==> src/rtl/tbin_evq_pkg.sv <==
package tbin_evq_pkg;
  typedef enum logic [1:0] {
    ST_ACCEPT = 2'd0,
    ST_RANGE  = 2'd1,
    ST_FULL   = 2'd2
  } ins_status_e;
endpackage

==> src/rtl/tbin_evq_locate.sv <==
module tbin_evq_locate #(
  parameter int TIME_W    = 16,
  parameter int NUM_SEG   = 4,
  parameter int SEG_SHIFT = 4,
  localparam int SEG_W    = $clog2(NUM_SEG)
) (
  input  logic [TIME_W-1:0] ins_time,
  input  logic [TIME_W-1:0] base_time,
  input  logic [SEG_W-1:0]  head_ptr,
  output logic              out_of_range,
  output logic [SEG_W-1:0]  rel_idx,
  output logic [SEG_W-1:0]  phys_idx
);
  logic [TIME_W-1:0] offset;
  logic [TIME_W-1:0] window;
  logic [SEG_W:0]    ring_sum;

  always_comb begin
    offset       = ins_time - base_time;
    window       = offset >> SEG_SHIFT;
    out_of_range = window >= TIME_W'(NUM_SEG);
    rel_idx      = window[SEG_W-1:0];
    ring_sum     = {1'b0, head_ptr} + {1'b0, rel_idx};
    if (ring_sum >= (SEG_W+1)'(NUM_SEG))
      ring_sum = ring_sum - (SEG_W+1)'(NUM_SEG);
    phys_idx     = ring_sum[SEG_W-1:0];
  end
endmodule

==> src/rtl/tbin_evq_head.sv <==
module tbin_evq_head #(
  parameter int TIME_W    = 16,
  parameter int NUM_SEG   = 4,
  parameter int SEG_CAP   = 4,
  parameter int SEG_SHIFT = 4,
  localparam int SEG_W    = $clog2(NUM_SEG),
  localparam int CNT_W    = $clog2(SEG_CAP + 1)
) (
  input  logic              clk,
  input  logic              rst,
  input  logic [CNT_W-1:0]  head_cnt,
  input  logic              others_busy,
  input  logic              ins_to_head,
  output logic [SEG_W-1:0]  head_ptr,
  output logic [TIME_W-1:0] base_time,
  output logic              head_sorted,
  output logic [CNT_W-1:0]  sort_pos
);
  localparam logic [TIME_W-1:0] WIN = TIME_W'(1) << SEG_SHIFT;

  logic advance;
  assign advance = (head_cnt == '0) && others_busy && !ins_to_head;

  always_ff @(posedge clk) begin
    if (rst) begin
      head_ptr    <= '0;
      base_time   <= '0;
      head_sorted <= 1'b1;
      sort_pos    <= CNT_W'(1);
    end else if (advance) begin
      head_ptr    <= (head_ptr == SEG_W'(NUM_SEG - 1)) ? '0 : head_ptr + 1'b1;
      base_time   <= base_time + WIN;
      head_sorted <= 1'b0;
      sort_pos    <= CNT_W'(1);
    end else if (!head_sorted) begin
      if (sort_pos < head_cnt)
        sort_pos <= sort_pos + 1'b1;
      else if (!ins_to_head)
        head_sorted <= 1'b1;
    end
  end
endmodule

==> src/rtl/tbin_evq_bucket.sv <==
module tbin_evq_bucket #(
  parameter int TIME_W  = 16,
  parameter int DATA_W  = 8,
  parameter int SEG_CAP = 4,
  localparam int ENT_W  = TIME_W + DATA_W,
  localparam int CNT_W  = $clog2(SEG_CAP + 1)
) (
  input  logic             clk,
  input  logic             rst,
  input  logic             is_head,
  input  logic             head_sorted,
  input  logic [CNT_W-1:0] sort_pos,
  input  logic             do_ins,
  input  logic [ENT_W-1:0] ins_entry,
  input  logic             do_pop,
  output logic [CNT_W-1:0] cnt,
  output logic [ENT_W-1:0] front
);
  logic [ENT_W-1:0] slot   [SEG_CAP];
  logic [ENT_W-1:0] nxt    [SEG_CAP];
  logic [ENT_W-1:0] stage  [SEG_CAP];
  logic [CNT_W-1:0] cnt_r, cnt_n, at_idx, place;
  logic [ENT_W-1:0] mover;
  logic             shift_en;

  always_comb begin
    nxt      = slot;
    cnt_n    = cnt_r;
    shift_en = 1'b0;
    at_idx   = '0;
    mover    = ins_entry;
    place    = '0;
    if (do_pop) begin
      for (int j = 0; j < SEG_CAP - 1; j++) nxt[j] = slot[j+1];
      cnt_n = cnt_r - 1'b1;
    end
    if (is_head && !head_sorted && sort_pos < cnt_r) begin
      shift_en = 1'b1;
      at_idx   = sort_pos;
      for (int j = 0; j < SEG_CAP; j++)
        if (CNT_W'(j) == sort_pos) mover = slot[j];
    end else if (do_ins && is_head && head_sorted) begin
      shift_en = 1'b1;
      at_idx   = cnt_n;
      mover    = ins_entry;
    end
    stage = nxt;
    if (shift_en) begin
      for (int j = 0; j < SEG_CAP; j++)
        if (CNT_W'(j) < at_idx && stage[j][ENT_W-1 -: TIME_W] <= mover[ENT_W-1 -: TIME_W])
          place = place + 1'b1;
      for (int j = 0; j < SEG_CAP; j++) begin
        if (CNT_W'(j) > place && CNT_W'(j) <= at_idx) nxt[j] = stage[j-1];
        else if (CNT_W'(j) == place) nxt[j] = mover;
      end
    end
    if (do_ins && !(is_head && head_sorted)) begin
      for (int j = 0; j < SEG_CAP; j++)
        if (CNT_W'(j) == cnt_n) nxt[j] = ins_entry;
    end
    if (do_ins) cnt_n = cnt_n + 1'b1;
  end

  always_ff @(posedge clk) begin
    if (rst) cnt_r <= '0;
    else     cnt_r <= cnt_n;
  end

  always_ff @(posedge clk) begin
    slot <= nxt;
  end

  assign cnt   = cnt_r;
  assign front = slot[0];
endmodule

==> src/rtl/tbin_evq.sv <==
module tbin_evq #(
  parameter int TIME_W    = 16,
  parameter int DATA_W    = 8,
  parameter int NUM_SEG   = 4,
  parameter int SEG_CAP   = 4,
  parameter int SEG_SHIFT = 4,
  localparam int SEG_W    = $clog2(NUM_SEG),
  localparam int CNT_W    = $clog2(SEG_CAP + 1),
  localparam int TOT_W    = $clog2(NUM_SEG * SEG_CAP + 1),
  localparam int ENT_W    = TIME_W + DATA_W
) (
  input  logic              clk,
  input  logic              rst,
  input  logic              ins_valid,
  input  logic [TIME_W-1:0] ins_time,
  input  logic [DATA_W-1:0] ins_data,
  output logic              ins_overflow,
  output logic              ins_seg_full,
  output logic              pop_valid,
  input  logic              pop_ready,
  output logic [TIME_W-1:0] pop_time,
  output logic [DATA_W-1:0] pop_data,
  output logic              full,
  output logic              empty
);
  import tbin_evq_pkg::*;

  logic [TIME_W-1:0] base_time;
  logic [SEG_W-1:0]  head_ptr, rel_idx, phys_idx;
  logic              head_sorted, out_of_range, target_full, ins_ok, pop_fire, ins_to_head;
  logic [CNT_W-1:0]  sort_pos, head_cnt;
  logic [CNT_W-1:0]  seg_cnt   [NUM_SEG];
  logic [ENT_W-1:0]  seg_front [NUM_SEG];
  logic [TOT_W-1:0]  total;
  ins_status_e       status;

  tbin_evq_locate #(.TIME_W(TIME_W), .NUM_SEG(NUM_SEG), .SEG_SHIFT(SEG_SHIFT)) u_locate (
    .ins_time(ins_time), .base_time(base_time), .head_ptr(head_ptr),
    .out_of_range(out_of_range), .rel_idx(rel_idx), .phys_idx(phys_idx)
  );

  assign target_full = seg_cnt[phys_idx] == CNT_W'(SEG_CAP);
  assign status      = out_of_range ? ST_RANGE : (target_full ? ST_FULL : ST_ACCEPT);
  assign ins_ok      = ins_valid && (status == ST_ACCEPT);
  assign ins_to_head = ins_ok && (rel_idx == '0);
  assign head_cnt    = seg_cnt[head_ptr];
  assign pop_valid   = head_sorted && (head_cnt != '0);
  assign pop_fire    = pop_valid && pop_ready;
  assign pop_time    = seg_front[head_ptr][ENT_W-1 -: TIME_W];
  assign pop_data    = seg_front[head_ptr][DATA_W-1:0];

  tbin_evq_head #(.TIME_W(TIME_W), .NUM_SEG(NUM_SEG), .SEG_CAP(SEG_CAP), .SEG_SHIFT(SEG_SHIFT)) u_head (
    .clk(clk), .rst(rst), .head_cnt(head_cnt),
    .others_busy(total != TOT_W'(head_cnt)), .ins_to_head(ins_to_head),
    .head_ptr(head_ptr), .base_time(base_time), .head_sorted(head_sorted), .sort_pos(sort_pos)
  );

  for (genvar g = 0; g < NUM_SEG; g++) begin : g_bucket
    tbin_evq_bucket #(.TIME_W(TIME_W), .DATA_W(DATA_W), .SEG_CAP(SEG_CAP)) u_bucket (
      .clk(clk), .rst(rst),
      .is_head(head_ptr == SEG_W'(g)), .head_sorted(head_sorted), .sort_pos(sort_pos),
      .do_ins(ins_ok && phys_idx == SEG_W'(g)), .ins_entry({ins_time, ins_data}),
      .do_pop(pop_fire && head_ptr == SEG_W'(g)),
      .cnt(seg_cnt[g]), .front(seg_front[g])
    );
  end

  always_ff @(posedge clk) begin
    if (rst) begin
      ins_overflow <= 1'b0;
      ins_seg_full <= 1'b0;
      total        <= '0;
      full         <= 1'b0;
      empty        <= 1'b1;
    end else begin
      ins_overflow <= ins_valid && (status == ST_RANGE);
      ins_seg_full <= ins_valid && (status == ST_FULL);
      total        <= total + TOT_W'(ins_ok) - TOT_W'(pop_fire);
      full         <= (total + TOT_W'(ins_ok) - TOT_W'(pop_fire)) == TOT_W'(NUM_SEG * SEG_CAP);
      empty        <= (total + TOT_W'(ins_ok) - TOT_W'(pop_fire)) == '0;
    end
  end
endmodule

==> config.mk <==
export PLATFORM = sky130hd
export DESIGN_NAME = tbin_evq
export DESIGN_NICKNAME = d
export VERILOG_FILES = /design/src/rtl/tbin_evq_pkg.sv /design/src/rtl/tbin_evq_locate.sv /design/src/rtl/tbin_evq_head.sv /design/src/rtl/tbin_evq_bucket.sv /design/src/rtl/tbin_evq.sv
export SDC_FILE = /design/constraint.sdc
export NUM_CORES = 2
export LEC_CHECK = 0
export CORE_ASPECT_RATIO = 1.75
export CORE_MARGIN = 2
export CORE_UTILIZATION = 30
export DETAILED_ROUTE_END_ITERATION = 6
export DONT_BUFFER_PORTS = 1
export PLACE_DENSITY = 0.54
export SYNTH_ARGS = -nofsm -noshare
export SYNTH_HDL_FRONTEND = slang
export SYNTH_SLANG_ARGS = --single-unit
==> constraint.sdc <==
create_clock -name clk -period 20.2 [get_ports clk]
set_input_delay 2.02 -clock clk [delete_from_list [all_inputs] [get_ports clk]]
set_output_delay 2.02 -clock clk [all_outputs]
set_load 0.01 [all_outputs]
==> flow_summary.json <==
{
  "finalSetupViolations": 0,
  "r2r-end": "g_bucket[2].u_bucket.slot[36]",
  "syn_inst": 5220,
  "synth_area_um2": 40000,
  "die_h_um": 487,
  "hp-class": "reg -> reg",
  "clkSinkCount": 423,
  "drt_iter0_drc": 3699,
  "synth.largest_area_cell": "dfxtp_1",
  "fillers": 14000,
  "cts_setup_buffers": 0,
  "peakVddDrop_mv": 0.0677,
  "cpMaxStageDelayCell": "nor2_1",
  "start_util": 0.302,
  "vias": 41600,
  "tightest_slew_ns": 1.65,
  "critPathLaunchType": "flop",
  "worstRegToRegCells": 35,
  "die_area_um2": 137000,
  "hold_violations": 0,
  "overflow": 0,
  "row_count": 177,
  "synth-main-ff-cell": "dfxtp_1",
  "hold_ws_ns": 0.484,
  "leakagePower_nw": 18.9,
  "numCtsBuffers": 48,
  "syn_nets": 5579,
  "maxCapViolations": 1,
  "drc": 4,
  "io_pins": 57,
  "area_growth_pct": 7.75,
  "ctsHoldBuffers": 0,
  "portBuffers": 0,
  "drv_slew": 5,
  "async_flop_share": 0,
  "regToRegSetupSlack_ns": 10.02,
  "cts_buffer_depth": 3,
  "cts_root_buf": "clkbuf_16",
  "dr_wl_met3_mm": 14.8,
  "status": "finished with violations",
  "drt_first_pass_iters": 7,
  "clk_transition_reported_paths_ns": 0.06,
  "cts_max_level": 2,
  "crit_start": "u_head.sort_pos[0]",
  "yosysTopAreaCellShare": 0.211,
  "highest_layer": "met5",
  "critPathArrivalTime_ns": 10.72,
  "worstReg2RegStart": "u_head.sort_pos[0]",
  "antenna_found_initial": 18,
  "hpwl_mm": 129,
  "drt-total-wl_mm": 192,
  "drive_gt1_frac": 0.110,
  "critPathMaxFanout": 120,
  "wl_met1_mm": 64.2,
  "path_class": "reg -> reg",
  "grt_pass1_vias": 40900,
  "grt_first_pass_wirelength_mm": 276,
  "drtAntennaViolNets": 0,
  "synth_area_leaders": "dfxtp_1 21%, ha_1 10%, mux2i_1 9.7%, a21oi_1 7.4%, nor2_1 5.5%",
  "finalInstanceArea_um2": 43100,
  "synth.yosys.seq_area_share": 0.211,
  "insertion_delay_ns": 0.67,
  "fin_skew_ns": 0.0340,
  "crit_path_end": "g_bucket[2].u_bucket.slot[36]",
  "power.density_nw_per_um2": 66.2,
  "core_area_um2": 133000,
  "wl_per_cell_um": 28.7,
  "synth_edf_count": 0,
  "grt_max_degree": 142,
  "die_w_um": 280,
  "cts_resized": 0,
  "synth_cell_type_count": 105,
  "critical_path_required_ns": 20.73,
  "clock.fmax_ghz": 0.0982,
  "rsz0062_at_grt": "no",
  "gr-usage-all-layers": 0.272,
  "hold_path_depth": 2,
  "yosysWarnings": 0,
  "max_stage_delay_ns": 1.38,
  "fin_nets": 5303,
  "met2_length_mm": 91.4,
  "gp_congestion": 0.980,
  "failed_checks": "design-rule violations, max-capacitance violations, max-slew violations",
  "period_needed_ns": 10.18,
  "max_slew_margin": -0.105,
  "syn_area_per_cell_um2": 7.67,
  "cts_tree": "yes",
  "fin_crit_sh": 0.504,
  "ys_seq_elements": 423,
  "place_area_um2": 41600,
  "viasPerCell": 6.22,
  "critPathCaptureType": "flop",
  "setup_tns_ns": 0,
  "p_total_w": 0.00286
}
state kept, by name, indices dropped and copies added, names as in the netlist:
| name | cells |
|---|---|
| u_head.head_ptr | 2 |
| ins_overflow | 1 |
| ins_seg_full | 1 |
| g_bucket.u_bucket.slot | 288 |
| empty | 1 |
| total | 5 |
| g_bucket.u_bucket.cnt | 12 |
| g_bucket.u_bucket.front | 96 |
| u_head.head_sorted | 1 |
| full | 1 |
| u_head.base_time | 12 |
| u_head.sort_pos | 3 |
cell usage in the layout (no fill, tap or decap), drive strengths merged, types with 38 or more instances in the layout:
cell type,n
buf,102
nor2b,49
nand3,82
dfxtp,423
a211oi,122
xnor2,38
o21a,54
nor3,140
ha,329
mux2,195
o221ai,149
o211ai,51
nand4,70
o22ai,77
mux2i,389
a21o,51
clkbuf,71
nor2,586
inv,272
o21ai,306
a221oi,61
nand2,354
a21oi,593
power breakdown:
part / switching, W / internal (W) / leakage (nW) / total (W)
Sequential: 0.000122 / 0.000920 / 3.43 / 0.00104
Clock: 0.000439 / 0.000500 / 0.755 / 0.000939
Combinational: 0.000525 / 0.000352 / 14.7 / 0.000877
metal layers:
metal  vias up  track usage
met5         -            0
met2      2191        0.464
met3       794       0.0493
met1     19900        0.274
met4        10        0.269
li1      18700            -
metrics by stage:
step | cells | utilization | worst slack, ns
3_5_place_dp | 6594 | 0.313 | 10.45
6_report | 6692 | 0.325 | 10.02
4_1_cts | 6682 | 0.325 | 10.67
5_1_grt | 6684 | 0.325 | 9.81
2_1_floorplan | 5220 | - | 11.90
3_3_place_gp | 6594 | 0.313 | 10.54
worst min path at each step:
stage               slack, ns              endpoint                 start
floorplan                0.46  u_head.base_time[11]  u_head.base_time[11]
global placement         0.47  u_head.base_time[11]  u_head.base_time[11]
detailed placement       0.47  u_head.base_time[11]  u_head.base_time[11]
CTS                      0.48  u_head.base_time[11]  u_head.base_time[11]
global route             0.51  u_head.base_time[10]  u_head.base_time[10]
finish                   0.48  u_head.base_time[11]  u_head.base_time[11]
worst max-delay path: cells and delay by family (launching register included):
family          cells  cell delay [ns]
simple gates        7             2.44
flops               1             0.61
compound gates     18             3.76
fa+ha+maj           4             1.28
buf+inv             6             1.67
layout make-up:
class                      instances  area (um^2)  share of cell area
clock inverter                    17          134             0.00310
clock buffer                      71         1420              0.0329
sequential                       423         8470               0.196
multi-input combinational       4098        29200               0.676
tap                             1700         2130              0.0493
timing repair buffer             102          803              0.0186
antenna                           10         25.0            0.000580
inverter                         271         1020              0.0236
cells in the mapped netlist (61+ instances only):
| master | count |
|---|---|
| ha_1 | 329 |
| a21oi_1 | 593 |
| clkbuf_1 | 331 |
| mux2_2 | 189 |
| a221oi_1 | 61 |
| o221ai_1 | 129 |
| mux2i_1 | 388 |
| nand4_1 | 70 |
| dfxtp_1 | 423 |
| inv_1 | 268 |
| nor3_1 | 135 |
| a211oi_1 | 119 |
| nand3_1 | 80 |
| o22ai_1 | 77 |
| nand2_1 | 353 |
| o21ai_0 | 243 |
| nor2_1 | 585 |
cell families after synthesis:
family / synth area share
simple gates: 0.162
compound gates: 0.276
flops: 0.211
mux: 0.168
buf+inv: 0.0688
fa+ha+maj: 0.104
xor+xnor: 0.00994
No activity file was read; power rests on OpenSTA's default activity.
